[src/rtl/sram_ctrl_pkg.sv]
package sram_ctrl_pkg;

  typedef enum logic [2:0] {
    ST_IDLE  = 3'd0,
    ST_STBY  = 3'd1,
    ST_RD    = 3'd2,
    ST_TURN  = 3'd3,
    ST_WR    = 3'd4,
    ST_WHOLD = 3'd5
  } sc_state_e;

  function automatic int ceil_div(input int num, input int den);
    return (num + den - 1) / den;
  endfunction

endpackage

[src/rtl/sram_wait_cnt.sv]
module sram_wait_cnt #(
  parameter int WAIT_CYC = 6
) (
  input  logic clk,
  input  logic rst_n,
  input  logic en,
  output logic last
);
  localparam int CNT_W = (WAIT_CYC < 2) ? 1 : $clog2(WAIT_CYC);
  localparam logic [CNT_W-1:0] LAST_VAL = CNT_W'(WAIT_CYC - 1);

  logic [CNT_W-1:0] cnt_q;
  logic [CNT_W-1:0] cnt_d;

  // Count access cycles; restart at zero whenever not counting
  always_comb begin
    last  = en && (cnt_q == LAST_VAL);
    cnt_d = (en && !last) ? cnt_q + CNT_W'(1) : '0;
  end

  always_ff @(posedge clk or negedge rst_n) begin
    if (!rst_n) begin
      cnt_q <= '0;
    end else begin
      cnt_q <= cnt_d;
    end
  end
endmodule

[src/rtl/sram_seq_fsm.sv]
module sram_seq_fsm
  import sram_ctrl_pkg::*;
(
  input  logic clk,
  input  logic rst_n,
  input  logic req_valid,
  input  logic req_write,
  input  logic standby,
  input  logic last,
  output logic accept,
  output logic capture,
  output logic cnt_en,
  output logic busy,
  output logic done,
  output logic ce_n,
  output logic ce,
  output logic we_n,
  output logic oe_n,
  output logic dq_oe
);
  sc_state_e st_q;
  sc_state_e st_d;
  logic      done_q;
  logic      done_d;

  always_comb begin
    st_d   = st_q;
    accept = 1'b0;
    unique case (st_q)
      ST_IDLE: begin
        if (standby) begin
          st_d = ST_STBY;
        end else if (req_valid) begin
          accept = 1'b1;
          st_d   = req_write ? ST_WR : ST_RD;
        end
      end
      ST_STBY:  if (!standby) st_d = ST_IDLE;
      ST_RD:    if (last) st_d = ST_TURN;
      ST_TURN:  st_d = ST_IDLE;
      ST_WR:    if (last) st_d = ST_WHOLD;
      ST_WHOLD: st_d = ST_IDLE;
      default:  st_d = ST_IDLE;
    endcase
  end

  always_comb begin
    cnt_en  = (st_q == ST_RD) || (st_q == ST_WR);
    capture = (st_q == ST_RD) && last;
    done_d  = cnt_en && last;
  end

  always_ff @(posedge clk or negedge rst_n) begin
    if (!rst_n) begin
      st_q   <= ST_IDLE;
      done_q <= 1'b0;
    end else begin
      st_q   <= st_d;
      done_q <= done_d;
    end
  end

  // Pin decode straight from the state register
  always_comb begin
    busy  = (st_q != ST_IDLE) || standby;
    done  = done_q;
    ce_n  = (st_q == ST_STBY);
    ce    = (st_q != ST_STBY);
    we_n  = (st_q != ST_WR);
    oe_n  = (st_q != ST_RD);
    dq_oe = (st_q == ST_WR) || (st_q == ST_WHOLD);
  end
endmodule

[src/rtl/sram_dp_regs.sv]
module sram_dp_regs #(
  parameter int ADDR_W = 17,
  parameter int DATA_W = 8
) (
  input  logic              clk,
  input  logic              rst_n,
  input  logic              accept,
  input  logic              capture,
  input  logic [ADDR_W-1:0] req_addr,
  input  logic [DATA_W-1:0] req_wdata,
  input  logic [DATA_W-1:0] dq_in,
  output logic [ADDR_W-1:0] addr_q,
  output logic [DATA_W-1:0] wdata_q,
  output logic [DATA_W-1:0] rd_q
);
  logic [ADDR_W-1:0] addr_d;
  logic [DATA_W-1:0] wdata_d;
  logic [DATA_W-1:0] rd_d;

  always_comb begin
    addr_d  = accept  ? req_addr  : addr_q;
    wdata_d = accept  ? req_wdata : wdata_q;
    rd_d    = capture ? dq_in     : rd_q;
  end

  always_ff @(posedge clk or negedge rst_n) begin
    if (!rst_n) begin
      addr_q  <= '0;
      wdata_q <= '0;
      rd_q    <= '0;
    end else begin
      addr_q  <= addr_d;
      wdata_q <= wdata_d;
      rd_q    <= rd_d;
    end
  end
endmodule

[src/rtl/sram_ctrl.sv]
module sram_ctrl
  import sram_ctrl_pkg::*;
#(
  parameter int ADDR_W        = 17,
  parameter int DATA_W        = 8,
  parameter int CLK_PERIOD_PS = 10000,
  parameter int ACCESS_PS     = 55000
) (
  input  logic              clk,
  input  logic              rst_n,
  input  logic              req_valid,
  input  logic              req_write,
  input  logic [ADDR_W-1:0] req_addr,
  input  logic [DATA_W-1:0] req_wdata,
  input  logic              standby,
  output logic              busy,
  output logic              done,
  output logic [DATA_W-1:0] rd_data,
  output logic [ADDR_W-1:0] mem_addr,
  output logic              mem_ce_n,
  output logic              mem_ce,
  output logic              mem_we_n,
  output logic              mem_oe_n,
  output logic [DATA_W-1:0] mem_dq_out,
  output logic              mem_dq_oe,
  input  logic [DATA_W-1:0] mem_dq_in
);
  localparam int WAIT_RAW = ceil_div(ACCESS_PS, CLK_PERIOD_PS);
  localparam int WAIT_CYC = (WAIT_RAW < 1) ? 1 : WAIT_RAW;

  logic accept;
  logic capture;
  logic cnt_en;
  logic last;

  sram_wait_cnt #(.WAIT_CYC(WAIT_CYC)) u_cnt (
    .clk   (clk),
    .rst_n (rst_n),
    .en    (cnt_en),
    .last  (last)
  );

  sram_seq_fsm u_fsm (
    .clk       (clk),
    .rst_n     (rst_n),
    .req_valid (req_valid),
    .req_write (req_write),
    .standby   (standby),
    .last      (last),
    .accept    (accept),
    .capture   (capture),
    .cnt_en    (cnt_en),
    .busy      (busy),
    .done      (done),
    .ce_n      (mem_ce_n),
    .ce        (mem_ce),
    .we_n      (mem_we_n),
    .oe_n      (mem_oe_n),
    .dq_oe     (mem_dq_oe)
  );

  sram_dp_regs #(.ADDR_W(ADDR_W), .DATA_W(DATA_W)) u_dp (
    .clk       (clk),
    .rst_n     (rst_n),
    .accept    (accept),
    .capture   (capture),
    .req_addr  (req_addr),
    .req_wdata (req_wdata),
    .dq_in     (mem_dq_in),
    .addr_q    (mem_addr),
    .wdata_q   (mem_dq_out),
    .rd_q      (rd_data)
  );
endmodule

[config.mk]
export PLATFORM = sky130hd
export DESIGN_NAME = sram_ctrl
export DESIGN_NICKNAME = d
export VERILOG_FILES = /design/src/rtl/sram_ctrl_pkg.sv /design/src/rtl/sram_wait_cnt.sv /design/src/rtl/sram_seq_fsm.sv /design/src/rtl/sram_dp_regs.sv /design/src/rtl/sram_ctrl.sv
export SDC_FILE = /design/constraint.sdc
export NUM_CORES = 1
export LEC_CHECK = 0
export BUFFER_PORTS_ARGS = -buffer_cell sky130_fd_sc_hd__buf_2
export CORE_MARGIN = 2
export CORE_UTILIZATION = 38
export CTS_CLUSTER_SIZE = 28
export DETAILED_ROUTE_END_ITERATION = 6
export PLACE_DENSITY_LB_ADDON = 0.2
export SYNTH_ARGS = -nofsm -noshare
export SYNTH_HDL_FRONTEND = slang
export SYNTH_SLANG_ARGS = --single-unit
[constraint.sdc]
create_clock -name clk -period 2.2 [get_ports clk]
set_input_delay 0.11 -clock clk [delete_from_list [all_inputs] [get_ports clk]]
set_output_delay 0.11 -clock clk [all_outputs]
set_load 0.01 [all_outputs]
==> metrics.yaml, run 1 <==
outcome:
  outcome: "finished, final reports clean"
cells_and_area:
  antenna_cells: 0
  design_area_mm2: 0.002272
  syn_to_final_growth_pct: 31.21
  drive_above_1_share_pct: 63.87
  nNetsFinal: 230
global_route:
  grt_max_degree: 41
  grt_pass1_wl_um: 5513
  met1_usage_pct: 16.90
  grt_pass1_vias: 1210
  antenna_found_initial: 0
  grt_overflow: 0
  use_met3_pct: 4.641
  grt_use_total_pct: 14.01
  grt_busiest_layer: "met2"
  use_met2_pct: 23.77
clocking:
  cts_buffer_depth: 2
  h-tree-depth: 2
  cts.clk_slew.worst_paths_ns: 0.07
  tritoncts: "built"
  clockRootBuffer: "clkbuf_8"
  cts_buffers: 5
  clkSinkCount: 40
  insertion_delay_ns: 0.28
placement:
  portBuffers: 77
  dpl.hpwl_um: 2413
  place_congestion: 0.7034
  place_area_mm2: 0.002136
power_and_ir_drop:
  peakVddDrop_mv: 0.5098
  p_leak_nw: 1.241
  powerDensity_mw_per_mm2: 1028
critical_path:
  rr_worst_depth: 5
  reg2reg_to: "u_dp.rd_q[0]$_DFFE_PN0P_"
  startpoint_type: "flip-flop"
  critPathMaxFanout: 8
  critPathKind: "reg -> reg"
  path_cells: "inv_1 -> ha_1 -> and2_1 -> and3_1 -> mux2_4"
  cp-endpoint: "u_dp.rd_q[0]$_DFFE_PN0P_"
  cp_slowest_cell: "and3_1"
  critPathCaptureType: "flip-flop"
  worst-r2r-setup-slack_ns: 0.44
  arrival_ns: 1.93
  worstPathRequired_ns: 2.37
  crit_path_max_incr_delay_ns: 0.50
  cp-startpoint: "u_cnt.cnt_q[1]$_DFF_PN0_"
  r2r_start: "u_cnt.cnt_q[1]$_DFF_PN0_"
sta:
  setup_tns_ns: 0
  setup_viol: 0
  fin_skew_ns: 0.002071
  max_slew_margin_pct: 41.52
  finalHoldViolations: 0
  period_share_pct: 80.06
  drv_slew: 0
  period_minus_slack_ns: 1.761
  worst_pin_slew_ns: 0.8772
  fmax_mhz: 567.7
  rsz0062_at_grt: "false"
run:
  maxCapViolCount: 0
hold_path:
  hold_class: "in -> reg"
  min-delay-start: "req_addr[2]"
route:
  drtAntennaViolNets: 0
  drc: 0
  wl_um: 3352
  drt-initial-drc-count: 56
  wl_per_cell_um: 13.79
  dr.pass1.iters: 2
  vias: 1131
  vias_per_cell: 4.654
synth:
  yosys_warnings: 0
  synthCells: 110
  synth_edf_count: 0
  yosys_most_used_dff: "dfrtp_1"
  async_flop_share_pct: 100.0
  synth_nets: 150
  yosysSeqAreaShare_pct: 57.80
  synth-seq-cells: 40
  syn_avg_cell_area_um2: 15.74
  netlist_area_mm2: 0.001732
  ys_types: 23
floorplanning:
  die_w_um: 71.51
  fp-row-count: 24
  core_mm2: 0.004384
  die_y_um: 71.51
  die_area_mm2: 0.005113
  io_pins: 78
  start_util_pct: 39.50
-- what timing repair did --
item / CTS / global route
setup buffers: 0 / 0
endpoints found under the hold margin: 40 / 0
resized for setup: 0 / 0
hold buffers: 1 / 0
-- synthesized netlist by cell type (2+ instances only) --
| library cell | instances | area [um2] |
|---|---|---|
| inv_1 | 5 | 18.77 |
| nor2_1 | 2 | 7.510 |
| nor2b_1 | 2 | 12.51 |
| buf_6 | 3 | 33.78 |
| a21oi_1 | 3 | 15.01 |
| ha_1 | 2 | 25.02 |
| mux2_4 | 28 | 420.4 |
| nand2_1 | 3 | 11.26 |
| nor3b_1 | 2 | 15.01 |
| nor3_1 | 4 | 20.02 |
| mux2_2 | 5 | 56.30 |
| dfrtp_1 | 40 | 1001 |
-- worst max-delay path, delay by kind of cell (launching register included) --
kind          cells  cell delay [ns]
buf+inv           1             0.06
flops             1             0.39
simple gates      2             0.67
mux               1             0.35
fa+ha+maj         1             0.18
-- area by class of cell --
type | count | area [um2]
Tap cell | 52 | 65.06
Inverter | 5 | 18.77
Timing Repair Buffer | 78 | 395.4
Clock inverter | 1 | 30.03
Clock buffer | 7 | 96.34
Sequential cell | 40 | 1001
Multi-Input combinational cell | 60 | 665.6
Fill cell | 400 | 2112
-- worst min path at each step --
stage | end | cells after the start
6_report | u_dp.addr_q[2]$_DFFE_PN0P_ | 2
5_1_grt | u_dp.addr_q[2]$_DFFE_PN0P_ | 2
4_1_cts | u_dp.wdata_q[3]$_DFFE_PN0P_ | 2
3_5_place_dp | u_dp.rd_q[6]$_DFFE_PN0P_ | 1
3_3_place_gp | u_dp.rd_q[6]$_DFFE_PN0P_ | 1
2_1_floorplan | u_cnt.cnt_q[0]$_DFF_PN0_ | 0
-- layout by cell type, fill, tap and decap left out --
| cell type | count |
|---|---|
| a21oi_1 | 3 |
| and2_1 | 1 |
| and3_1 | 1 |
| buf_2 | 77 |
| bufinv_16 | 1 |
| clkbuf_8 | 7 |
| dfrtp_1 | 40 |
| dlygate4sd3_1 | 1 |
| ha_1 | 2 |
| inv_1 | 5 |
| mux2_2 | 5 |
| mux2_4 | 28 |
| nand2_1 | 3 |
| nand3b_4 | 1 |
| nor2_1 | 2 |
| nor2_2 | 1 |
| nor2_4 | 1 |
| nor2b_1 | 2 |
| nor2b_2 | 1 |
| nor3_1 | 4 |
| nor3b_1 | 2 |
| o21bai_1 | 1 |
| o32ai_1 | 1 |
| or4_1 | 1 |
-- power by group --
part	leakage [nW]	internal (mW)	switching, mW	total (mW)
Combinational	0.676	0.389	0.277	0.666
Sequential	0.500	0.919	0.110	1.03
Clock	0.0645	0.400	0.241	0.641
-- sequential cells by signal (all words and copies together) (netlist names) --
register	flops
u_dp.addr_q	17
u_dp.rd_q	8
u_fsm.done	1
u_fsm.st_q	3
u_dp.wdata_q	8
u_cnt.cnt_q	3
-- routing by layer --
layer / vias up / share of wire [%]
met5: - / 0
met4: 0 / 1.3
met3: 5 / 7.6
met2: 50 / 49
met1: 543 / 42
li1: 533 / -
-- stage by stage --
step | total power, mW | utilization (%) | hold slack (ns) | std cells | setup slack [ns]
floorplan | 1.441 | - | -0.1856 | 110 | 0.7260
global placement | 1.698 | 48.72 | 0.2657 | 234 | 0.5482
detailed placement | 1.713 | 48.72 | 0.2806 | 234 | 0.4332
CTS | 2.372 | 51.83 | 0.03761 | 243 | 0.4090
global route | 2.469 | 51.83 | 0.03321 | 243 | 0.3402
finish | 2.336 | 51.83 | 0.04885 | 243 | 0.4386
-- logic make-up after synthesis --
kind of cell | count (synthesis) | synth area share (%)
buffers and inverters | 10 | 3.757
and+or+nand+nor | 20 | 7.660
DFF | 40 | 57.80
adders and majority gates | 2 | 1.445
AOI/OAI and AO/OA | 5 | 1.806
muxes | 33 | 27.53
Note: power is estimated with default switching activity, not from simulation.
==> run 2, diff against run 1 <==
Clock period 2.2 ns to 1.7 ns, I/O delays scaled along.
==> metrics.yaml, run 2 (same netlist as run 1, synthesis figures left out) <==
outcome:
  outcome: "finished, final reports clean"
power_and_ir_drop:
  total_power_mw: 2.859  # +22%
  peakVddDrop_mv: 0.5044  # -1.1%
  powerDensity_mw_per_mm2: 1261  # +23%
  p_leak_nw: 1.235  # -0.47%
sta:
  rsz0062_at_grt: "false"
  fmax_mhz: 650.6
  drv_slew: 0  # unchanged
  worst_pin_slew_ns: 0.8779  # +0.0007169 ns
  max_slew_margin_pct: 41.47  # -0.048 points
  period_share_pct: 90.42
  final_critical_path_setup_slack_ns: 0.1629  # -0.2756 ns
  fin_skew_ns: 0.002376  # +0.0003049 ns
  setup_viol: 0  # unchanged
  period_minus_slack_ns: 1.537
  finalHoldViolations: 0  # unchanged
cells_and_area:
  largest_reg_flops: 17  # unchanged
  fillers: 404  # +1.0%
  largestRegisters: "u_dp.addr_q (17), u_dp.rd_q (8), u_dp.wdata_q (8)"
  final_cell_count_no_fill: 243  # unchanged
  nNetsFinal: 231  # +0.43%
  drive_above_1_share_pct: 64.40  # +0.52 points
  mostFrequentLayoutCells: "buf_2, dfrtp_1, mux2_4"
  layout_commonest_cell: "buf_2"
  largest_register: "u_dp.addr_q"
  syn_to_final_growth_pct: 30.92
  post-route-util_pct: 51.71  # -0.11 points
  design_area_mm2: 0.002267  # -0.22%
  antenna_cells: 0  # unchanged
clocking:
  cts.clk_slew.worst_paths_ns: 0.07  # about the same
  insertion_delay_ns: 0.28  # about the same
  h-tree-depth: 2  # unchanged
  cts_buffer_depth: 2  # unchanged
  tritoncts: "built"
  clockRootBuffer: "clkbuf_8"
  clkSinkCount: 40  # unchanged
  cts_buffers: 5  # unchanged
critical_path:
  crit_path_max_incr_delay_ns: 0.54  # +0.04 ns
  cp_slowest_cell: "or4_1"
  worstPathRequired_ns: 1.62  # -0.75 ns
  startpoint_type: "flip-flop"
  cp-startpoint: "u_fsm.st_q[2]$_DFFE_PN0P_"
  critPathCaptureType: "output port"
  r2r_start: "u_cnt.cnt_q[1]$_DFF_PN0_"
  path_cells: "or4_1 -> buf_2"
  cp-endpoint: "busy"
  rr_worst_depth: 5  # unchanged
  arrival_ns: 1.45  # -0.48 ns
  worst-r2r-setup-slack_ns: 0.17  # -0.27 ns
  critPathMaxFanout: 10  # +2
  reg2reg_to: "u_dp.rd_q[1]$_DFFE_PN0P_"
  critPathKind: "reg -> out"
route:
  drtAntennaViolNets: 0  # unchanged
  drt-initial-drc-count: 23  # -59%
  drc: 0  # unchanged
  vias: 1125  # -0.53%
  dr.pass1.iters: 4  # +2
  wl_per_cell_um: 13.93  # +1.0%
  wl_um: 3386  # +1.0%
  vias_per_cell: 4.630  # -0.53%
run:
  maxCapViolCount: 0  # unchanged
placement:
  place_area_mm2: 0.002156  # +0.94%
  dpl.hpwl_um: 2503  # +3.7%
  dp_cells: 235  # +0.43%
  place_worst_setup_slack_ns: -0.05456  # -0.4878 ns
  portBuffers: 77  # unchanged
  place_congestion: 0.8138  # +16%
global_route:
  grt_overflow: 0  # unchanged
  grt_use_total_pct: 14.35  # +0.34 points
  antenna_found_initial: 0  # unchanged
  grt_max_degree: 41  # unchanged
  grt_pass1_vias: 1220  # +0.83%
  grt_pass1_wl_um: 5692  # +3.2%
floorplanning:
  die_w_um: 71.51  # unchanged
  io_pins: 78  # unchanged
  core_mm2: 0.004384  # unchanged
  fp-row-count: 24  # unchanged
  die_y_um: 71.51  # unchanged
  die_area_mm2: 0.005113  # unchanged
  start_util_pct: 39.50  # unchanged
hold_path:
  hold_class: "in -> reg"
-- run 2: cell types whose count changed in the layout (fill, tap and decap cells not counted), sizes merged --
cell / delta
buf: +1
bufinv: -1
-- run 2: routing by layer --
metal  vias to the layer above  share of wire [%]  GRT usage (%)
met5                         -                  0              0
li1                        535                  -              -
met3                         5                7.7          3.516
met1                       534                 43          18.74
met4                         0                1.2          5.660
met2                        51                 48          23.05
-- run 2: power by group --
group	switching, mW	internal [mW]
sequential	0.139	1.19
combinational	0.363	0.510
clock	0.297	0.361
-- run 2: repair_timing --
item                                    CTS  global route
endpoints found under the setup margin    8             8
gates resized for setup                   1             1
setup buffers                             0             0
hold buffers                              1             0
hold endpoints to repair                 40             0
-- run 2: worst min path at each step --
stage                       from                           to  slack, ns  depth (start not counted)
floorplan                  rst_n     u_cnt.cnt_q[0]$_DFF_PN0_      -0.21                          0
global placement           rst_n     u_dp.rd_q[6]$_DFFE_PN0P_       0.24                          1
detailed placement         rst_n     u_dp.rd_q[2]$_DFFE_PN0P_       0.26                          1
CTS                 req_addr[10]  u_dp.addr_q[10]$_DFFE_PN0P_       0.02                          2
global route        req_addr[10]  u_dp.addr_q[10]$_DFFE_PN0P_       0.02                          2
finish              req_addr[10]  u_dp.addr_q[10]$_DFFE_PN0P_       0.03                          2
-- run 2: layout make-up --
| cell class | instances | area (um2) | share of cell area [%] |
|---|---|---|---|
| sequential | 40 | 1001 | 44.15 |
| multi-input combinational | 60 | 670.6 | 29.58 |
| timing repair buffer | 79 | 415.4 | 18.32 |
| clock buffer | 7 | 96.34 | 4.249 |
| tap | 52 | 65.06 | 2.870 |
| inverter | 5 | 18.77 | 0.8278 |
-- run 2: worst max-delay path: cells and delay by family (launching register included) --
kind / cells / cell delay (ns)
flip-flops: 1 / 0.48
AND/OR/NAND/NOR: 1 / 0.54
buffers and inverters: 1 / 0.15
-- run 2: through the flow --
stage,setup TNS (ns),hold WS [ns]
CTS,0,0.01932
global placement,0,0.2437
global route,0,0.01766
floorplan,0,-0.2106
finish,0,0.03012
detailed placement,-0.4105,0.2629
